<file path="config.mk">
export PLATFORM = sky130hd
export DESIGN_NAME = twb_timeout_mon
export DESIGN_NICKNAME = d
export VERILOG_FILES = /design/src/rtl/twb_mon_pkg.sv /design/src/rtl/twb_line_filter.sv /design/src/rtl/twb_cond_detect.sv /design/src/rtl/twb_low_timer.sv /design/src/rtl/twb_ext_acc.sv /design/src/rtl/twb_timeout_mon.sv
export SDC_FILE = /design/constraint.sdc
export NUM_CORES = 1
export LEC_CHECK = 0
export CAP_MARGIN = 30
export CORE_MARGIN = 2
export CORE_UTILIZATION = 28
export CTS_CLUSTER_DIAMETER = 80
export CTS_CLUSTER_SIZE = 40
export DETAILED_ROUTE_END_ITERATION = 8
export DONT_BUFFER_PORTS = 1
export GPL_TIMING_DRIVEN = 0
export PLACE_DENSITY_LB_ADDON = 0.2
export RECOVER_POWER = 50
export SYNTH_ARGS = -nofsm -noshare
export SYNTH_HDL_FRONTEND = slang
export SYNTH_SLANG_ARGS = --single-unit
</file>
<file path="constraint.sdc">
create_clock -name clk -period 4.4 [get_ports clk]
set_clock_uncertainty 0.15 [all_clocks]
set_input_delay 0.44 -clock clk [delete_from_list [all_inputs] [get_ports clk]]
set_output_delay 0.44 -clock clk [all_outputs]
set_load 0.1 [all_outputs]
</file>
<file path="src/rtl/twb_mon_pkg.sv">
`timescale 1ns/1ps
package twb_mon_pkg;

    typedef enum logic [1:0] {
        MON_IDLE    = 2'd0,
        MON_BUSY    = 2'd1,
        MON_STOPPED = 2'd2,
        MON_ABANDON = 2'd3
    } mon_state_e;

    typedef struct packed {
        logic scl;
        logic sda;
    } line_pair_t;

    typedef struct packed {
        logic start;
        logic new_msg;
        logic scl_rise;
    } bus_evt_t;

    // bits needed for a counter that must hold max_val + 1
    function automatic int cnt_w(input int max_val);
        return $clog2(max_val + 2);
    endfunction

    function automatic logic pair_high(input line_pair_t l);
        return l.scl & l.sda;
    endfunction

    function automatic logic pair_low(input line_pair_t l);
        return ~l.scl & ~l.sda;
    endfunction

endpackage

</file>
<file path="src/rtl/twb_line_filter.sv">
`timescale 1ns/1ps
module twb_line_filter #(
    parameter int SYNC_STAGES = 2,
    parameter int FILT_LEN    = 3
) (
    input  logic clk,
    input  logic rst,
    input  logic raw_in,
    output logic filt_out
);
    logic [SYNC_STAGES-1:0] sync_q;
    logic [FILT_LEN-1:0]    hist_q;

    always_ff @(posedge clk) begin
        if (rst) begin
            sync_q   <= '1;
            hist_q   <= '1;
            filt_out <= 1'b1;
        end else begin
            sync_q <= {sync_q[SYNC_STAGES-2:0], raw_in};
            hist_q <= {hist_q[FILT_LEN-2:0], sync_q[SYNC_STAGES-1]};
            if (&hist_q)
                filt_out <= 1'b1;
            else if (~|hist_q)
                filt_out <= 1'b0;
        end
    end
endmodule

</file>
<file path="src/rtl/twb_cond_detect.sv">
`timescale 1ns/1ps
module twb_cond_detect
    import twb_mon_pkg::*;
#(
    parameter int T_BUF_CYC      = 16,
    parameter int T_HIGH_MAX_CYC = 64
) (
    input  logic       clk,
    input  logic       rst,
    input  line_pair_t lines,
    input  logic       abort_in,
    output mon_state_e state_q,
    output bus_evt_t   evt_q,
    output logic       start_det_q,
    output logic       stop_det_q
);
    localparam int QW = cnt_w(T_HIGH_MAX_CYC);
    localparam logic [QW-1:0] Q_SAT = QW'(T_HIGH_MAX_CYC);
    localparam logic [QW-1:0] Q_BUF = QW'(T_BUF_CYC);

    line_pair_t     prev_q;
    logic [QW-1:0]  quiet_q;
    logic           start_c, stop_c, rise_c;
    mon_state_e     state_d;

    assign start_c = prev_q.scl & lines.scl & prev_q.sda & ~lines.sda;
    assign stop_c  = prev_q.scl & lines.scl & ~prev_q.sda & lines.sda;
    assign rise_c  = ~prev_q.scl & lines.scl;

    always_comb begin
        state_d = state_q;
        if (abort_in)
            state_d = MON_ABANDON;
        else if (start_c)
            state_d = MON_BUSY;
        else if (stop_c)
            state_d = MON_STOPPED;
        else if (state_q == MON_STOPPED && quiet_q >= Q_BUF)
            state_d = MON_IDLE;
        else if (state_q != MON_IDLE && quiet_q == Q_SAT)
            state_d = MON_IDLE;
    end

    always_ff @(posedge clk) begin
        if (rst) begin
            prev_q      <= '1;
            quiet_q     <= '0;
            state_q     <= MON_ABANDON;
            evt_q       <= '0;
            start_det_q <= 1'b0;
            stop_det_q  <= 1'b0;
        end else begin
            prev_q <= lines;
            if (lines != prev_q || !pair_high(lines))
                quiet_q <= '0;
            else if (quiet_q != Q_SAT)
                quiet_q <= quiet_q + 1'b1;
            state_q          <= state_d;
            evt_q.start      <= start_c;
            evt_q.new_msg    <= start_c & (state_q != MON_BUSY);
            evt_q.scl_rise   <= rise_c;
            start_det_q      <= start_c;
            stop_det_q       <= stop_c;
        end
    end
endmodule

</file>
<file path="src/rtl/twb_low_timer.sv">
`timescale 1ns/1ps
module twb_low_timer
    import twb_mon_pkg::*;
#(
    parameter int T_LOW_MIN_CYC = 6,
    parameter int TIMEOUT_CYC   = 200,
    parameter int POR_CYC       = 1000
) (
    input  logic       clk,
    input  logic       rst,
    input  line_pair_t lines,
    output logic       ext_tick,
    output logic       timeout_q,
    output logic       por_q
);
    localparam int LW = cnt_w(TIMEOUT_CYC + 1);
    localparam logic [LW-1:0] L_SAT = LW'(TIMEOUT_CYC + 1);
    localparam logic [LW-1:0] L_TO  = LW'(TIMEOUT_CYC);
    localparam logic [LW-1:0] L_MIN = LW'(T_LOW_MIN_CYC);
    localparam int PW = cnt_w(POR_CYC);
    localparam logic [PW-1:0] P_LIM = PW'(POR_CYC);

    logic [LW-1:0] low_cnt_q;
    logic [PW-1:0] dark_cnt_q;
    logic          armed_q;

    assign ext_tick = ~lines.scl & (low_cnt_q >= L_MIN);

    always_ff @(posedge clk) begin
        if (rst) begin
            low_cnt_q <= '0;
            timeout_q <= 1'b0;
        end else begin
            timeout_q <= 1'b0;
            if (!lines.scl) begin
                if (low_cnt_q != L_SAT)
                    low_cnt_q <= low_cnt_q + 1'b1;
                if (low_cnt_q == L_TO)
                    timeout_q <= 1'b1;
            end else begin
                low_cnt_q <= '0;
            end
        end
    end

    always_ff @(posedge clk) begin
        if (rst) begin
            dark_cnt_q <= '0;
            armed_q    <= 1'b0;
            por_q      <= 1'b0;
        end else begin
            if (pair_low(lines)) begin
                if (dark_cnt_q != P_LIM)
                    dark_cnt_q <= dark_cnt_q + 1'b1;
            end else begin
                dark_cnt_q <= '0;
            end
            if (pair_high(lines))
                armed_q <= 1'b0;
            else if (pair_low(lines) && dark_cnt_q == P_LIM)
                armed_q <= 1'b1;
            por_q <= armed_q & pair_high(lines);
        end
    end
endmodule

</file>
<file path="src/rtl/twb_ext_acc.sv">
`timescale 1ns/1ps
module twb_ext_acc
    import twb_mon_pkg::*;
#(
    parameter int LIMIT = 300
) (
    input  logic clk,
    input  logic rst,
    input  logic tick,
    input  logic seg_clear,
    input  logic flag_clear,
    output logic over_q
);
    localparam int AW = cnt_w(LIMIT + 1);
    localparam logic [AW-1:0] A_SAT = AW'(LIMIT + 1);
    localparam logic [AW-1:0] A_LIM = AW'(LIMIT);

    logic [AW-1:0] acc_q;

    always_ff @(posedge clk) begin
        if (rst) begin
            acc_q  <= '0;
            over_q <= 1'b0;
        end else begin
            if (seg_clear)
                acc_q <= '0;
            else if (tick && acc_q != A_SAT)
                acc_q <= acc_q + 1'b1;
            if (flag_clear)
                over_q <= 1'b0;
            else if (!seg_clear && tick && acc_q == A_LIM)
                over_q <= 1'b1;
        end
    end
endmodule

</file>
<file path="src/rtl/twb_timeout_mon.sv">
`timescale 1ns/1ps
module twb_timeout_mon
    import twb_mon_pkg::*;
#(
    parameter int SYNC_STAGES    = 2,
    parameter int FILT_LEN       = 3,
    parameter int BYTE_BITS      = 8,
    parameter int T_LOW_MIN_CYC  = 6,
    parameter int T_BUF_CYC      = 16,
    parameter int T_HIGH_MAX_CYC = 64,
    parameter int TIMEOUT_CYC    = 200,
    parameter int SEXT_CYC       = 300,
    parameter int MEXT_CYC       = 120,
    parameter int POR_CYC        = 1000
) (
    input  logic clk,
    input  logic rst,
    input  logic scl_in,
    input  logic sda_in,
    output logic bus_busy,
    output logic bus_idle,
    output logic start_det,
    output logic stop_det,
    output logic timeout_abort,
    output logic slave_ext_violation,
    output logic master_ext_violation,
    output logic por_activity
);
    localparam int NLINES = 2;
    localparam int BW = cnt_w(BYTE_BITS);
    localparam logic [BW-1:0] ACK_IDX = BW'(BYTE_BITS);

    logic [NLINES-1:0] raw_v, filt_v;
    line_pair_t        lines;
    mon_state_e        state;
    bus_evt_t          evt;
    logic              ext_tick, tick_busy, ack_edge;
    logic [BW-1:0]     bit_cnt_q;

    assign raw_v = {sda_in, scl_in};

    for (genvar g = 0; g < NLINES; g++) begin : g_line
        twb_line_filter #(
            .SYNC_STAGES(SYNC_STAGES),
            .FILT_LEN   (FILT_LEN)
        ) u_filt (
            .clk     (clk),
            .rst     (rst),
            .raw_in  (raw_v[g]),
            .filt_out(filt_v[g])
        );
    end

    assign lines.scl = filt_v[0];
    assign lines.sda = filt_v[1];

    twb_low_timer #(
        .T_LOW_MIN_CYC(T_LOW_MIN_CYC),
        .TIMEOUT_CYC  (TIMEOUT_CYC),
        .POR_CYC      (POR_CYC)
    ) u_low (
        .clk      (clk),
        .rst      (rst),
        .lines    (lines),
        .ext_tick (ext_tick),
        .timeout_q(timeout_abort),
        .por_q    (por_activity)
    );

    twb_cond_detect #(
        .T_BUF_CYC     (T_BUF_CYC),
        .T_HIGH_MAX_CYC(T_HIGH_MAX_CYC)
    ) u_cond (
        .clk        (clk),
        .rst        (rst),
        .lines      (lines),
        .abort_in   (timeout_abort),
        .state_q    (state),
        .evt_q      (evt),
        .start_det_q(start_det),
        .stop_det_q (stop_det)
    );

    assign bus_busy  = (state == MON_BUSY);
    assign bus_idle  = (state == MON_IDLE);
    assign tick_busy = ext_tick & bus_busy;
    assign ack_edge  = evt.scl_rise & bus_busy & (bit_cnt_q == ACK_IDX);

    // clock edges since the last byte boundary
    always_ff @(posedge clk) begin
        if (rst)
            bit_cnt_q <= '0;
        else if (evt.start || ack_edge || timeout_abort)
            bit_cnt_q <= '0;
        else if (evt.scl_rise && bus_busy)
            bit_cnt_q <= bit_cnt_q + 1'b1;
    end

    twb_ext_acc #(.LIMIT(SEXT_CYC)) u_msg_acc (
        .clk       (clk),
        .rst       (rst),
        .tick      (tick_busy),
        .seg_clear (evt.new_msg | timeout_abort),
        .flag_clear(evt.new_msg),
        .over_q    (slave_ext_violation)
    );

    twb_ext_acc #(.LIMIT(MEXT_CYC)) u_byte_acc (
        .clk       (clk),
        .rst       (rst),
        .tick      (tick_busy),
        .seg_clear (evt.start | ack_edge | timeout_abort),
        .flag_clear(evt.new_msg),
        .over_q    (master_ext_violation)
    );
endmodule

</file>
# [Word level (Yosys, flattened, before mapping)]
# Cells that the tools add are included.
[word_totals] ff_bits=70 in_bits=4 out_inout_bits=8 word_cells=111
[op_classes] add_sub_neg=6 order_cmp=2 eq_ne=15 muxes=5 bitwise=22 reduce_logical=36
[op_table] cell="OR reduction 2 bit" n=11
[op_table] cell="adder 7 x 1 -> 7 bit, second input constant" n=2
[op_table] cell="bitwise AND 1 bit" n=14
[op_table] cell="== test 7 bit, second input constant" n=2
[op_table] cell="inequality test 7 bit, second input constant" n=2
[op_table] cell="adder 10 x 1 -> 10 bit, second input constant" n=1
[op_table] cell="== test 10 bit, second input constant" n=1
[op_table] cell="logical AND 1 bit" n=10
[op_table] cell="inequality test 10 bit, second input constant" n=1
[op_table] cell="adder 9 x 1 -> 9 bit, second input constant" n=1
[op_table] cell="== test 9 bit, second input constant" n=1
[op_table] cell="inequality test 9 bit, second input constant" n=1
[op_table] cell="OR reduction 3 bit" n=3
[op_table] cell="adder 8 x 1 -> 8 bit, second input constant" n=1
[op_table] cell="== test 8 bit, second input constant" n=1
[op_table] cell=">= comparator 8 x 3 -> 1 bit, second input constant" n=1
[op_table] cell="two-way mux 2 bit" n=4
[op_table] cell="inequality test 8 bit, second input constant" n=1
[op_table] cell=">= comparator 7 x 5 -> 1 bit, second input constant" n=1
[op_table] cell="AND reduction 3 bit" n=2
[op_table] cell="inverter 1 bit" n=5
[op_table] cell="adder 4 x 1 -> 4 bit, second input constant" n=1
[op_table] cell="== test 4 bit, second input constant" n=1
[op_table] cell="nonzero test 4 bit" n=1
[op_table] cell="other kinds (11)" n=17

# [Longest topological paths before layout]
[depth] ltp_word=8 depth_mapped=7 ltp_nobuf=6

# [Modules after synthesis]
# A second synthesis with hierarchy kept.
[hier_totals] cells_unflattened=363 hier_area_um2=3310.7
[modules_own_cells] module="twb_low_timer" instances=1 cells_per_inst=121 area_each_um2=1054.8 seq_area_each_um2=420.4
[modules_own_cells] module="twb_cond_detect" instances=1 cells_per_inst=72 area_each_um2=720.7 seq_area_each_um2=300.3
[modules_own_cells] module="twb_ext_acc (u_msg_acc)" instances=1 cells_per_inst=59 area_each_um2=516.7 seq_area_each_um2=200.2
[modules_own_cells] module="twb_ext_acc (u_byte_acc)" instances=1 cells_per_inst=51 area_each_um2=422.9 seq_area_each_um2=160.2
[modules_own_cells] module="twb_line_filter" instances=2 cells_per_inst=15 area_each_um2=170.2 seq_area_each_um2=120.1
[modules_own_cells] module="twb_timeout_mon" instances=1 cells_per_inst=30 area_each_um2=255.2 seq_area_each_um2=80.1

# [Worst setup path before layout]
# No wires, ideal clock.
[synth_path] kind="reg2out" from="register u_cond.state_q[0]" to="output bus_idle" arrival_ns=1.579 required_time_ns=3.810 path_slack_ns=2.231 path_stages_with_launch=2 path_buffers=0 cell_sequence="dfxtp_1 > nor2_1"
[synth_between] elab_chain_cells=1
[synth_rtl] element="start: declaration" line_no="twb_cond_detect.sv:12" rtl="output mon_state_e state_q,"
[synth_rtl] element="start signal: assignment" line_no="twb_cond_detect.sv:58" rtl="state_q <= state_d;"
[synth_rtl] element="zero test 2 bit" line_no="twb_timeout_mon.sv:85" rtl="assign bus_idle = (state == MON_IDLE);"
[synth_rtl] element="end: declaration" line_no="twb_timeout_mon.sv:21" rtl="output logic bus_idle,"
# No other way between the ends.

# [Worst setup path after layout]
[layout_path] from="register u_cond.state_q[0]" to="register u_byte_acc.acc_q[5]"
[layout_between] elab_chain_cells=6 word_cells_on_any_way=8 classes_between="eq/ne (1); bitwise (5); reduce/logical (2)"
[layout_rtl] element="== test 2 x 1 -> 1 bit (*)" line_no="twb_timeout_mon.sv:84" rtl="assign bus_busy = (state == MON_BUSY);"
[layout_rtl] element="net bus_busy" line_no="twb_timeout_mon.sv:20" rtl="output logic bus_busy,"
[layout_rtl] element="bitwise AND 1 bit (2 in series)" line_no="twb_timeout_mon.sv:87" rtl="assign ack_edge = evt.scl_rise & bus_busy & (bit_cnt_q == ACK_IDX);"
[layout_rtl] element="OR 1 bit (2 in series)" line_no="twb_timeout_mon.sv:112" rtl=".seg_clear (evt.start | ack_edge | timeout_abort),"
[layout_rtl] element="OR reduction 2 bit (no source line)"
[layout_rtl] element="end signal: assignment" line_no="twb_ext_acc.sv:28" rtl="acc_q <= acc_q + 1'b1;"
[layout_rtl] element="end: declaration" line_no="twb_ext_acc.sv:18" rtl="logic [AW-1:0] acc_q;"
# Mark *: on every way through the listed nets, which the timed path passes. The rest lies on a longest branch.
# A chain may end at the register's enable or synchronous reset.

==> results.json <==
{
  "place_congestion": 0.774,
  "root_buffer": "clkbuf_16",
  "met3_usage": 0.0395,
  "area_delta_synth_final_pct": 16.5,
  "finalNonFillerCells": 511,
  "fin_tns_setup_ns": 0,
  "hold_class": "primary input to register",
  "numCtsBuffers": 9,
  "gr-total-overflow": 0,
  "routed_wl_microns": 6240,
  "core-area_sq_mm": 0.0110,
  "cts_buffer_depth": 2,
  "htreeDepth": 3,
  "dieArea_sq_mm": 0.0122,
  "viasPerCell": 4.70,
  "worst_slew_pin_slew_ns": 1.57,
  "final_nets": 389,
  "drc": 0,
  "comb_power_share": 0.014,
  "worst_setup_path_start_kind": "register",
  "clock_latency_ns": 0.33,
  "vdd_drop_max_uv": 218,
  "slew_viol_final": 7,
  "grt_pass1_wl_microns": 10500,
  "max_slew_margin": -0.0496,
  "pin_count": 12,
  "yosysWarnings": 0,
  "regToRegSetupSlack_ns": 1.32,
  "p_per_area_mw_per_mm2": 382,
  "postCtsSetupBuffers": 0,
  "violations": "max-capacitance violations, max-slew violations",
  "avgRoutedWirePerCell_microns": 12.2,
  "ant_nets": 0,
  "io_buffers": 0,
  "power.internal_w": 0.00114,
  "num_rows": 38,
  "r2r_cells": 6,
  "grt_busiest_layer": "met2",
  "fin_crit_ns": 3.08,
  "drive_gt1_frac": 0.108,
  "ys_types": 45,
  "hpwl_microns": 4410,
  "drt_iter0_drc": 79,
  "grt_max_degree": 12,
  "syn_nets": 374,
  "setup_viol": 0,
  "synth-edff-count": 0,
  "crit_path_max_fanout": 10,
  "path_clk_slew_ns": 0.05,
  "critPathRequiredTime_ns": 4.51,
  "dieHeight_microns": 111,
  "cts_resized": 0,
  "synth_area_per_cell_sq_um": 9.04,
  "reg2reg_from": "u_cond.state_q[0]",
  "num_vias": 2400,
  "fill_cells": 1121,
  "place_inst": 496,
  "hold_path_depth": 1,
  "fp.dieW_microns": 111,
  "synthFlopType": "dfxtp_1",
  "hp-start": "sda_in",
  "track_usage": 0.107,
  "status": "finished with violations",
  "crit_type": "register to register",
  "antenna_cells": 0,
  "async_reset_ff_frac": 0,
  "grt_antenna_before_repair": 0,
  "end_kind": "register",
  "cts.sinks": 70,
  "max_freq_mhz": 325,
  "max_cap_viol_count": 1,
  "grt_pass1_vias": 2212,
  "worstPathArrival_ns": 3.19,
  "leakage_nw": 1.35,
  "p_sw_frac": 0.196,
  "post-route-period-util": 0.700,
  "r2r_end": "u_byte_acc.acc_q[5]",
  "switchingPower_w": 0.000277,
  "holdPathEnd": "g_line[1].u_filt.sync_q[0]",
  "synthCells": 352,
  "cts_tree": "yes",
  "firstDrtPassIters": 4,
  "totalPowerFinal_w": 0.00141,
  "seq_area_frac_synth": 0.441,
  "ys_ff_latch": 70,
  "grt_use_met2": 0.162,
  "met1_usage": 0.137,
  "hold_violations": 0,
  "initial_core_util": 0.290,
  "postCtsHoldBufs": 0,
  "netlist_area_sq_mm": 0.00318,
  "power.share.clock": 0.531,
  "rsz0062_at_grt": "false",
  "pwr-share-seq": 0.455
}
[cells in the final DEF, fill, tap and decap left out, types with 2 or more instances in the layout]
cell type	n
dfxtp_1	70
nor2_1	37
nand3_1	24
a21oi_1	21
inv_1	20
ha_1	18
or2_2	12
o21ai_0	12
xor2_1	12
nand2_1	11
nor3_1	11
or3_1	11
clkbuf_1	10
xnor2_1	10
or4_1	9
o31ai_1	9
clkbuf_16	9
and3_1	8
nand4_1	6
nand2b_1	4
o211ai_1	3
o21a_1	3
mux2i_1	3
nor2b_1	3
clkinv_2	3
buf_2	2
buf_6	2
nand3b_1	2
buf_1	2
o21bai_1	2
bufinv_16	2
[cell type report]
cell class	count	area (sq um)	area share
Buffer	13	66.3	0.0179
Clock buffer	10	229	0.0618
Clock inverter	5	75.1	0.0203
Inverter	20	75.1	0.0203
Multi-Input combinational cell	249	1630	0.441
Sequential cell	70	1400	0.378
Tap cell	140	175	0.0473
Timing Repair Buffer	4	50.0	0.0135
[critical path: stages (launching register included)]
cell      delay [ns]
dfxtp_1         0.41
and2b_2         0.17
clkbuf_1        1.13
o311ai_4        0.34
buf_2           0.29
or3_1           0.36
a21oi_1         0.15
[synthesized netlist by cell type (all sizes together) (2+ instances only)]
library cell   n  share of area
a21oi         21          0.033
o31ai          9          0.021
inv           20          0.024
buf            6          0.015
o21a           3         0.0071
or2           12          0.024
o21bai         2         0.0047
or3           11          0.022
o21ai         12          0.019
or4           10          0.025
nand2b         4         0.0079
xnor2         10          0.028
nor2b          3         0.0059
nand3         24          0.038
xor2          12          0.033
and3b          2         0.0059
nand2         11          0.013
nand4          6          0.012
nand3b         2         0.0047
clkbuf         7         0.0083
nor3          11          0.017
mux2i          3         0.0094
dfxtp         70           0.44
ha            18          0.071
nor2          38          0.045
and3           8          0.016
o211ai         3         0.0071
[per-layer routing]
metal / routed length [microns] / up-vias / share of wire
li1: - / 1259 / -
met4: 121 / 0 / 0.019
met5: 0 / - / 0
met3: 211 / 10 / 0.034
met2: 2820 / 22 / 0.45
met1: 3090 / 1109 / 0.49
[cells by family after synthesis]
kind of cell,count (synthesis),share of synthesized area
buffers and inverters,33,0.0468
xor gates and xnor gates,22,0.0606
adders and majority gates,18,0.0708
muxes,3,0.00944
DFF,70,0.441
AOI/OAI and AO/OA,58,0.120
and+or+nand+nor,148,0.251
[power groups by stage]
stage / clock, W / sequential [W] / combinational, W
finish: 0.000750 / 0.000643 / 0.0000205
global route: 0.000799 / 0.000644 / 0.0000230
CTS: 0.000772 / 0.000643 / 0.0000210
detailed placement: 0 / 0.000657 / 0.0000209
global placement: 0 / 0.000657 / 0.0000208
floorplan: 0 / 0.000656 / 0.0000160
[metrics by stage]
stage | hold slack (ns) | util | instance area (sq um) | worst slack (ns)
2_1_floorplan | 0.239 | - | 3180 | 2.23
3_3_place_gp | 0.241 | 0.306 | 3360 | 2.13
3_5_place_dp | 0.246 | 0.312 | 3430 | 2.18
4_1_cts | 0.0457 | 0.340 | 3740 | 2.15
5_1_grt | 0.0448 | 0.337 | 3700 | 1.16
6_report | 0.0574 | 0.337 | 3700 | 1.32
[worst max path at each step]
stage / cells past startpoint / startpoint / endpoint / slack (ns)
6_report: 6 / u_cond.state_q[0] / u_byte_acc.acc_q[5] / 1.32
3_5_place_dp: 6 / bit_cnt_q[0] / u_byte_acc.acc_q[1] / 2.18
3_3_place_gp: 3 / u_low.timeout_q / u_byte_acc.acc_q[1] / 2.13
2_1_floorplan: 1 / u_cond.state_q[0] / bus_idle / 2.23
5_1_grt: 6 / u_cond.state_q[0] / u_msg_acc.acc_q[7] / 1.16
4_1_cts: 6 / bit_cnt_q[0] / u_byte_acc.acc_q[1] / 2.15
[registers in the layout, summed over array words and instances (netlist names), 2 cells and up]
register                flops
u_low.low_cnt_q             8
g_line.u_filt.filt_out      2
u_msg_acc.acc_q             9
u_cond.state_q              2
u_low.dark_cnt_q           10
u_byte_acc.acc_q            7
bit_cnt_q                   4
g_line.u_filt.hist_q        6
g_line.u_filt.sync_q        4
u_cond.evt_q                3
u_cond.quiet_q              7
u_cond.prev_q               2
Power figures use the tool's default switching activity.
